<file path="src/rtl/prot_pkg.sv">
`timescale 1ns/1ps
package prot_pkg;
  localparam int CELL_W = 14;
  localparam int NFLT   = 4;

  typedef enum logic [1:0] {FLT_OCD = 2'd0, FLT_SCD = 2'd1, FLT_OV = 2'd2, FLT_UV = 2'd3} flt_e;

  typedef struct packed {
    logic       adc_en;
    logic       bypass;
    logic       hi_range;
    logic [2:0] ocd_dly;
    logic [1:0] scd_dly;
    logic [3:0] ocd_thr;
    logic [2:0] scd_thr;
    logic [1:0] ov_dly;
    logic [1:0] uv_dly;
    logic [7:0] ov_mid;
    logic [7:0] uv_mid;
  } prot_cfg_t;

  function automatic logic [CELL_W-1:0] over_level(input logic [7:0] mid);
    return {2'b10, mid, 4'b1000};
  endfunction

  function automatic logic [CELL_W-1:0] under_level(input logic [7:0] mid);
    return {2'b01, mid, 4'b0000};
  endfunction

  function automatic logic [15:0] ov_secs(input logic [1:0] c);
    return 16'd1 << c;
  endfunction

  function automatic logic [15:0] uv_secs(input logic [1:0] c);
    return (c == 2'd0) ? 16'd1 : (16'd2 << c);
  endfunction

  function automatic logic [15:0] ocd_ms(input logic [2:0] c);
    return (c == 3'd0) ? 16'd8 : (16'd20 << (c - 3'd1));
  endfunction

  function automatic logic [15:0] scd_us(input logic [1:0] c);
    return (c == 2'd0) ? 16'd70 : (16'd100 << (c - 2'd1));
  endfunction

  function automatic logic [7:0] ocd_mv(input logic hi, input logic [3:0] c);
    logic [7:0] v;
    case (c)
      4'h0: v = hi ? 8'd17  : 8'd8;
      4'h1: v = hi ? 8'd22  : 8'd11;
      4'h2: v = hi ? 8'd28  : 8'd14;
      4'h3: v = hi ? 8'd33  : 8'd17;
      4'h4: v = hi ? 8'd39  : 8'd19;
      4'h5: v = hi ? 8'd44  : 8'd22;
      4'h6: v = hi ? 8'd50  : 8'd25;
      4'h7: v = hi ? 8'd56  : 8'd28;
      4'h8: v = hi ? 8'd61  : 8'd31;
      4'h9: v = hi ? 8'd67  : 8'd33;
      4'hA: v = hi ? 8'd72  : 8'd36;
      4'hB: v = hi ? 8'd78  : 8'd39;
      4'hC: v = hi ? 8'd83  : 8'd42;
      4'hD: v = hi ? 8'd89  : 8'd44;
      4'hE: v = hi ? 8'd94  : 8'd47;
      default: v = hi ? 8'd100 : 8'd50;
    endcase
    return v;
  endfunction

  function automatic logic [7:0] scd_mv(input logic hi, input logic [2:0] c);
    logic [7:0] v;
    case (c)
      3'd0: v = hi ? 8'd44  : 8'd22;
      3'd1: v = hi ? 8'd67  : 8'd33;
      3'd2: v = hi ? 8'd89  : 8'd44;
      3'd3: v = hi ? 8'd111 : 8'd56;
      3'd4: v = hi ? 8'd133 : 8'd67;
      3'd5: v = hi ? 8'd155 : 8'd78;
      3'd6: v = hi ? 8'd178 : 8'd89;
      default: v = hi ? 8'd200 : 8'd100;
    endcase
    return v;
  endfunction
endpackage

</file>
<file path="src/rtl/prot_cfg_regs.sv">
`timescale 1ns/1ps
module prot_cfg_regs
  import prot_pkg::*;
#(
  parameter int ADDR_W = 3,
  parameter int NBITS  = 4
) (
  input  logic              clk,
  input  logic              rst,
  input  logic              we_i,
  input  logic [ADDR_W-1:0] addr_i,
  input  logic [7:0]        wdata_i,
  output prot_cfg_t         cfg_o,
  output logic [NBITS-1:0]  clr_o
);
  localparam logic [ADDR_W-1:0] A_STAT = ADDR_W'(0);
  localparam logic [ADDR_W-1:0] A_CTRL = ADDR_W'(1);
  localparam logic [ADDR_W-1:0] A_CDLY = ADDR_W'(2);
  localparam logic [ADDR_W-1:0] A_CTHR = ADDR_W'(3);
  localparam logic [ADDR_W-1:0] A_VDLY = ADDR_W'(4);
  localparam logic [ADDR_W-1:0] A_OVM  = ADDR_W'(5);
  localparam logic [ADDR_W-1:0] A_UVM  = ADDR_W'(6);

  prot_cfg_t cfg_q;

  always_ff @(posedge clk) begin
    if (rst) begin
      cfg_q        <= '0;
      cfg_q.ov_mid <= 8'hAC;
      cfg_q.uv_mid <= 8'h97;
    end else if (we_i) begin
      case (addr_i)
        A_CTRL: {cfg_q.hi_range, cfg_q.bypass, cfg_q.adc_en} <= wdata_i[2:0];
        A_CDLY: {cfg_q.scd_dly, cfg_q.ocd_dly} <= wdata_i[4:0];
        A_CTHR: {cfg_q.scd_thr, cfg_q.ocd_thr} <= wdata_i[6:0];
        A_VDLY: {cfg_q.uv_dly, cfg_q.ov_dly} <= wdata_i[3:0];
        A_OVM:  cfg_q.ov_mid <= wdata_i;
        A_UVM:  cfg_q.uv_mid <= wdata_i;
        default: ;
      endcase
    end
  end

  assign cfg_o = cfg_q;
  assign clr_o = (we_i && addr_i == A_STAT) ? wdata_i[NBITS-1:0] : '0;
endmodule

</file>
<file path="src/rtl/prot_detect.sv">
`timescale 1ns/1ps
module prot_detect
  import prot_pkg::*;
#(
  parameter int SENSE_W = 8
) (
  input  logic               clk,
  input  logic               rst,
  input  prot_cfg_t          cfg_i,
  input  logic               cell_vld_i,
  input  logic [CELL_W-1:0]  cell_code_i,
  input  logic [SENSE_W-1:0] sense_i,
  output logic [NFLT-1:0]    hit_o
);
  logic [CELL_W-1:0] ov_lvl, uv_lvl;
  logic [7:0]        ocd_lvl, scd_lvl;
  logic              ov_q, uv_q, ocd_q, scd_q;

  always_comb begin
    ov_lvl  = over_level(cfg_i.ov_mid);
    uv_lvl  = under_level(cfg_i.uv_mid);
    ocd_lvl = ocd_mv(cfg_i.hi_range, cfg_i.ocd_thr);
    scd_lvl = scd_mv(cfg_i.hi_range, cfg_i.scd_thr);
  end

  always_ff @(posedge clk) begin
    if (rst) begin
      ov_q  <= 1'b0;
      uv_q  <= 1'b0;
      ocd_q <= 1'b0;
      scd_q <= 1'b0;
    end else begin
      if (!cfg_i.adc_en)   ov_q <= 1'b0;
      else if (cell_vld_i) ov_q <= (cell_code_i >= ov_lvl);
      if (cell_vld_i)      uv_q <= (cell_code_i <= uv_lvl);
      ocd_q <= (32'(sense_i) >= 32'(ocd_lvl));
      scd_q <= (32'(sense_i) >= 32'(scd_lvl));
    end
  end

  always_comb begin
    hit_o         = '0;
    hit_o[FLT_OCD] = ocd_q;
    hit_o[FLT_SCD] = scd_q;
    hit_o[FLT_OV]  = ov_q;
    hit_o[FLT_UV]  = uv_q;
  end

  // overvoltage condition is held low while the ADC is disabled
  a_r14_adc_gate: assert property (@(posedge clk) disable iff (rst)
    !cfg_i.adc_en |=> !hit_o[FLT_OV]);
endmodule

</file>
<file path="src/rtl/prot_delay_qual.sv">
`timescale 1ns/1ps
module prot_delay_qual #(
  parameter int W = 16
) (
  input  logic         clk,
  input  logic         rst,
  input  logic         hit_i,
  input  logic         tick_i,
  input  logic         bypass_i,
  input  logic [W-1:0] target_i,
  output logic         qual_o
);
  logic [W-1:0] cnt_q;

  always_ff @(posedge clk) begin
    if (rst || !hit_i)                  cnt_q <= '0;
    else if (tick_i && cnt_q < target_i) cnt_q <= cnt_q + 1'b1;
  end

  assign qual_o = hit_i && (bypass_i || cnt_q >= target_i);

  // a dropped condition restarts the count
  a_r12_restart: assert property (@(posedge clk) disable iff (rst)
    !hit_i |=> cnt_q == '0);
  // a counted qualification needs the condition held on the prior cycle
  a_r12_held: assert property (@(posedge clk) disable iff (rst)
    (qual_o && !bypass_i) |-> $past(hit_i));
  // bypass qualifies any present condition at once
  a_r13_bypass: assert property (@(posedge clk) disable iff (rst)
    (hit_i && bypass_i) |-> qual_o);
endmodule

</file>
<file path="src/rtl/prot_status.sv">
`timescale 1ns/1ps
module prot_status #(
  parameter int NBITS = 4,
  parameter int OUT_W = 8
) (
  input  logic             clk,
  input  logic             rst,
  input  logic [NBITS-1:0] set_i,
  input  logic [NBITS-1:0] clr_i,
  output logic [OUT_W-1:0] status_o,
  output logic             fault_o
);
  logic [NBITS-1:0] st_q, st_n;

  always_comb st_n = (st_q & ~clr_i) | set_i;

  always_ff @(posedge clk) begin
    if (rst) begin
      st_q    <= '0;
      fault_o <= 1'b0;
    end else begin
      st_q    <= st_n;
      fault_o <= |st_n;
    end
  end

  assign status_o = OUT_W'(st_q);

  // summary flag tracks the latched bits
  a_r2_flag: assert property (@(posedge clk) disable iff (rst)
    fault_o == (|status_o[NBITS-1:0]));

  for (genvar i = 0; i < NBITS; i++) begin : g_bit
    // a set bit holds until written with 1
    a_r2_sticky: assert property (@(posedge clk) disable iff (rst)
      (status_o[i] && !clr_i[i]) |=> status_o[i]);
    // only a qualified fault can raise a bit
    a_r2_no_host_set: assert property (@(posedge clk) disable iff (rst)
      (!status_o[i] && !set_i[i]) |=> !status_o[i]);
    // set beats a simultaneous clear
    a_r3_set_wins: assert property (@(posedge clk) disable iff (rst)
      set_i[i] |=> status_o[i]);
  end
endmodule

</file>
<file path="src/rtl/prot_fault_mon.sv">
`timescale 1ns/1ps
module prot_fault_mon
  import prot_pkg::*;
#(
  parameter int SENSE_W = 8,
  parameter int SEC_MS  = 1000,
  parameter int ADDR_W  = 3
) (
  input  logic               clk,
  input  logic               rst,
  input  logic               cell_vld,
  input  logic [13:0]        cell_code,
  input  logic [SENSE_W-1:0] sense_mv,
  input  logic               us_tick,
  input  logic               ms_tick,
  input  logic               cfg_we,
  input  logic [ADDR_W-1:0]  cfg_addr,
  input  logic [7:0]         cfg_wdata,
  output logic [7:0]         status_o,
  output logic               fault_o
);
  localparam int MAX_T = (16 * SEC_MS > 1280) ? 16 * SEC_MS : 1280;
  localparam int CNT_W = $clog2(MAX_T + 1);

  prot_cfg_t         cfg;
  logic [NFLT-1:0]   clr, hit, qual, tick;
  logic [CNT_W-1:0]  tgt [NFLT];

  prot_cfg_regs #(.ADDR_W(ADDR_W), .NBITS(NFLT)) i_regs (
    .clk(clk), .rst(rst), .we_i(cfg_we), .addr_i(cfg_addr),
    .wdata_i(cfg_wdata), .cfg_o(cfg), .clr_o(clr)
  );

  prot_detect #(.SENSE_W(SENSE_W)) i_detect (
    .clk(clk), .rst(rst), .cfg_i(cfg), .cell_vld_i(cell_vld),
    .cell_code_i(cell_code), .sense_i(sense_mv), .hit_o(hit)
  );

  always_comb begin
    tgt[FLT_OCD] = CNT_W'(ocd_ms(cfg.ocd_dly));
    tgt[FLT_SCD] = CNT_W'(scd_us(cfg.scd_dly));
    tgt[FLT_OV]  = CNT_W'(32'(ov_secs(cfg.ov_dly)) * SEC_MS);
    tgt[FLT_UV]  = CNT_W'(32'(uv_secs(cfg.uv_dly)) * SEC_MS);
  end

  for (genvar f = 0; f < NFLT; f++) begin : g_qual
    if (f == int'(FLT_SCD)) begin : g_us
      assign tick[f] = us_tick;
    end else begin : g_ms
      assign tick[f] = ms_tick;
    end
    prot_delay_qual #(.W(CNT_W)) i_qual (
      .clk(clk), .rst(rst), .hit_i(hit[f]), .tick_i(tick[f]),
      .bypass_i(cfg.bypass), .target_i(tgt[f]), .qual_o(qual[f])
    );
  end

  prot_status #(.NBITS(NFLT), .OUT_W(8)) i_status (
    .clk(clk), .rst(rst), .set_i(qual), .clr_i(clr),
    .status_o(status_o), .fault_o(fault_o)
  );
endmodule

</file>
<file path="config.mk">
export PLATFORM = sky130hd
export DESIGN_NAME = prot_fault_mon
export DESIGN_NICKNAME = d
export VERILOG_FILES = /design/src/rtl/prot_pkg.sv /design/src/rtl/prot_cfg_regs.sv /design/src/rtl/prot_detect.sv /design/src/rtl/prot_delay_qual.sv /design/src/rtl/prot_status.sv /design/src/rtl/prot_fault_mon.sv
export SDC_FILE = /design/constraint.sdc
export NUM_CORES = 1
export LEC_CHECK = 0
export BUFFER_PORTS_ARGS = -buffer_cell sky130_fd_sc_hd__buf_2
export CORE_ASPECT_RATIO = 1.1
export CORE_UTILIZATION = 45
export CTS_BUF_LIST = sky130_fd_sc_hd__clkbuf_2 sky130_fd_sc_hd__clkbuf_4 sky130_fd_sc_hd__clkbuf_8
export DETAILED_ROUTE_END_ITERATION = 8
export GPL_TIMING_DRIVEN = 0
export PLACE_DENSITY = 0.68
export SYNTH_ARGS = -nofsm -noshare
export SYNTH_HDL_FRONTEND = slang
export SYNTH_SLANG_ARGS = --single-unit
</file>
<file path="constraint.sdc">
create_clock -name clk -period 12.71 [get_ports clk]
set_input_delay 2.542 -clock clk [delete_from_list [all_inputs] [get_ports clk]]
set_output_delay 2.542 -clock clk [all_outputs]
set_load 0.05 [all_outputs]
</file>
==> impl_metrics.tcl <==
set metrics [dict create \
    final_cells 1187 \
    fin_crit_sh_pct 42.2 \
    p_per_area_mw_per_mm2 77.9 \
    cp_data_required_time_ns 12.97 \
    grt-ovfl-total 0 \
    grt_pass1_wl_um 29300 \
    p_leak_nw 3.39 \
    dpl.hpwl_um 13400 \
    nets 1129 \
    worst_skew_pair.late_latency_ns 0.38 \
    crit_path_start_kind "register" \
    synthCells 926 \
    whs_ns 0.469 \
    drive_above_1_share_pct 7.80 \
    cts_hold_buf 0 \
    skew_ns 0.0113 \
    ctsResizeCount 0 \
    wl_per_cell_um 14.6 \
    firstDrtPassIters 5 \
    vdd_ir_drop_max_mv 0.0574 \
    multiInputGateArea_mm2 0.00501 \
    seqCellArea_mm2 0.00200 \
    swShare_pct 26.8 \
    via_per_inst 5.55 \
    status "finished clean" \
    cts-buffers-inserted 9 \
    rsz0062_at_grt "no" \
    die_h_um 137 \
    dpl_worst_slack_ns 7.38 \
    first_iter_violations 371 \
    rows 48 \
    maxCapViolCount 0 \
    slew_viol_final 0 \
    cts_tree "built" \
    io_pins 48 \
    antenna_cells 0 \
    synth_edf_count 0 \
    crit_path_end_kind "register" \
    avgSynthCellArea_um2 8.02 \
    fp.coreArea_mm2 0.0159 \
    area_growth_pct 9.28 \
    yosysUniqueCellTypes 72 \
    post_cts.repair.setup_buffers 0 \
    dieArea_mm2 0.0170 \
    start_util_pct 46.7 \
    synth-async-reset-ratio_pct 0 \
    synth_area_leader_cell "dfxtp_1" \
    fp.dieW_um 124 \
    power.internal_mw 0.463 \
    fin_ws_ns 7.35 \
    ys_top_cells_by_area "dfxtp_1 27%, ha_1 18%, nor2_1 4.9%" \
    postRouteWirelength_um 17300 \
    fin_util_pct 51.0 \
    grt_max_degree 17 \
    seq_power_share_pct 50.7 \
    ant_nets 0 \
    syn_area_mm2 0.00743 \
    arrival_ns 5.62 \
    synth_flop_cell "dfxtp_1" \
    p_clk_share_pct 36.3 \
    setup_tns_ns 0 \
    dp_cells 1171 \
    io_buffers 41 \
    synth-seq-cells 100 \
    hold_path.class "register to register" \
    comb_power_share_pct 13.0 \
    dr_total_vias 6584 \
    grt_antenna_before_repair 0 \
    switching_power_mw 0.169 \
    grt.total_usage_pct 21.0 \
    drc 0 \
    final_common_cell "ha_1" \
    synth_top_area_share_pct 27.0 \
    crit_type "register to register" \
    cts_buffer_depth 2 \
    n_fill_cell 1554 \
    grt_pass1_vias 6208 \
    clkTransAtPathRegs_ns 0.10 \
    cts_root_buffer "clkbuf_8" \
    hold_viol_final 0 \
    tightest_slew_ns 1.17 \
    seq_area_frac_synth_pct 27.0 \
    setup_viol 0 \
    gp_congestion 0.911 \
    crit_fanout 9 \
    max_freq_ghz 0.186 \
    synth_warnings 0 \
    mostFrequentLayoutCells "105 x ha_1, 100 x dfxtp_1, 96 x nor2_1, 81 x nand2_1, 67 x a21oi_1" \
    relSlewSlack_pct 22.0 \
    cts.sinks 100 \
    period_needed_ns 5.36 \
    cts_max_level 3 \
]
critical path: stages (launching register included):
cell and delay, ns:
dfxtp_1 0.46, inv_1 0.15, ha_1 0.35, xnor2_1 0.28, fa_1 0.49, fa_1 0.55, inv_1 0.05, ha_1 0.17
ha_1 0.17, inv_1 0.05, o22ai_1 0.09, a41oi_1 0.17, o21ai_0 0.13, xnor2_1 0.15, ha_1 0.31, and4_1 0.22
a21oi_1 0.25, nand2_1 0.23, o41ai_1 0.50, or4b_1 0.47
Yosys cell counts, types with 17 or more instances:
master and number:
dfxtp_1 100, nor2b_1 17, a21oi_1 67, nor2_1 96, mux2i_1 20, nand2_1 81, ha_1 105, xnor2_1 34
nand3_1 32, clkbuf_1 33, inv_1 66, o21ai_0 24
per-layer routing:
layer	vias up	wire length [um]	global-route usage (%)	share of wire, %
met5	-	0	0	0
met4	0	272	7.83	1.6
met3	17	533	2.35	3.1
met2	118	7960	34.5	46
met1	3047	8540	28.4	49
li1	3402	-	-	-
registers in the layout, summed over array words and instances, names as in the netlist:
signal / flops
i_detect.uv_q: 1
g_qual.i_qual.cnt_q: 56
i_regs.cfg_o: 35
i_status.st_q: 4
i_detect.ov_q: 1
i_status.fault_o: 1
i_detect.ocd_q: 1
i_detect.scd_q: 1
per-stage QoR:
stage | power [mW] | instance area [um2]
after floorplan | 0.383 | 7440
after global placement | 0.408 | 7900
after detailed placement | 0.410 | 7900
after CTS | 0.638 | 8120
after global routing | 0.659 | 8120
final | 0.632 | 8120
logic make-up (layout without fill, tap and decap cells):
group	count (synthesis)	after routing	share of synthesized area [%]
mux	20	20	2.70
buf+inv	108	165	5.80
flops	100	100	27.0
xor+xnor	42	42	4.95
other cells	2	6	0.101
fa+ha+maj	108	108	18.5
compound gates	198	198	17.5
simple gates	348	348	23.5
path summary, 6_finish.rpt:
path,cells past startpoint,from,end,slack [ns]
max,19,i_regs.cfg_o[18],i_status.fault_o,7.35
min reg2reg,2,i_regs.cfg_o[5],i_regs.cfg_o[5],0.47
min,2,i_regs.cfg_o[5],i_regs.cfg_o[5],0.47
max reg2reg,19,i_regs.cfg_o[18],i_status.fault_o,7.35
power by group through the flow:
stage,registers (mW),logic (mW),clock network [mW]
after global routing,0.321,0.0928,0.245
after CTS,0.321,0.0822,0.235
after global placement,0.328,0.0806,0
after detailed placement,0.328,0.0817,0
final,0.321,0.0821,0.230
after floorplan,0.327,0.0556,0
area by class of cell:
| type | instances | area share, % |
|---|---|---|
| plain buffers | 41 | 2.20 |
| clock inverters | 6 | 1.08 |
| multi-input cells | 722 | 61.7 |
| clock buffers | 10 | 1.62 |
| well taps | 200 | 3.08 |
| repair buffers | 41 | 2.53 |
| flip-flops and latches | 100 | 24.7 |
| inverters | 67 | 3.10 |
Power figures use the tool's default switching activity.
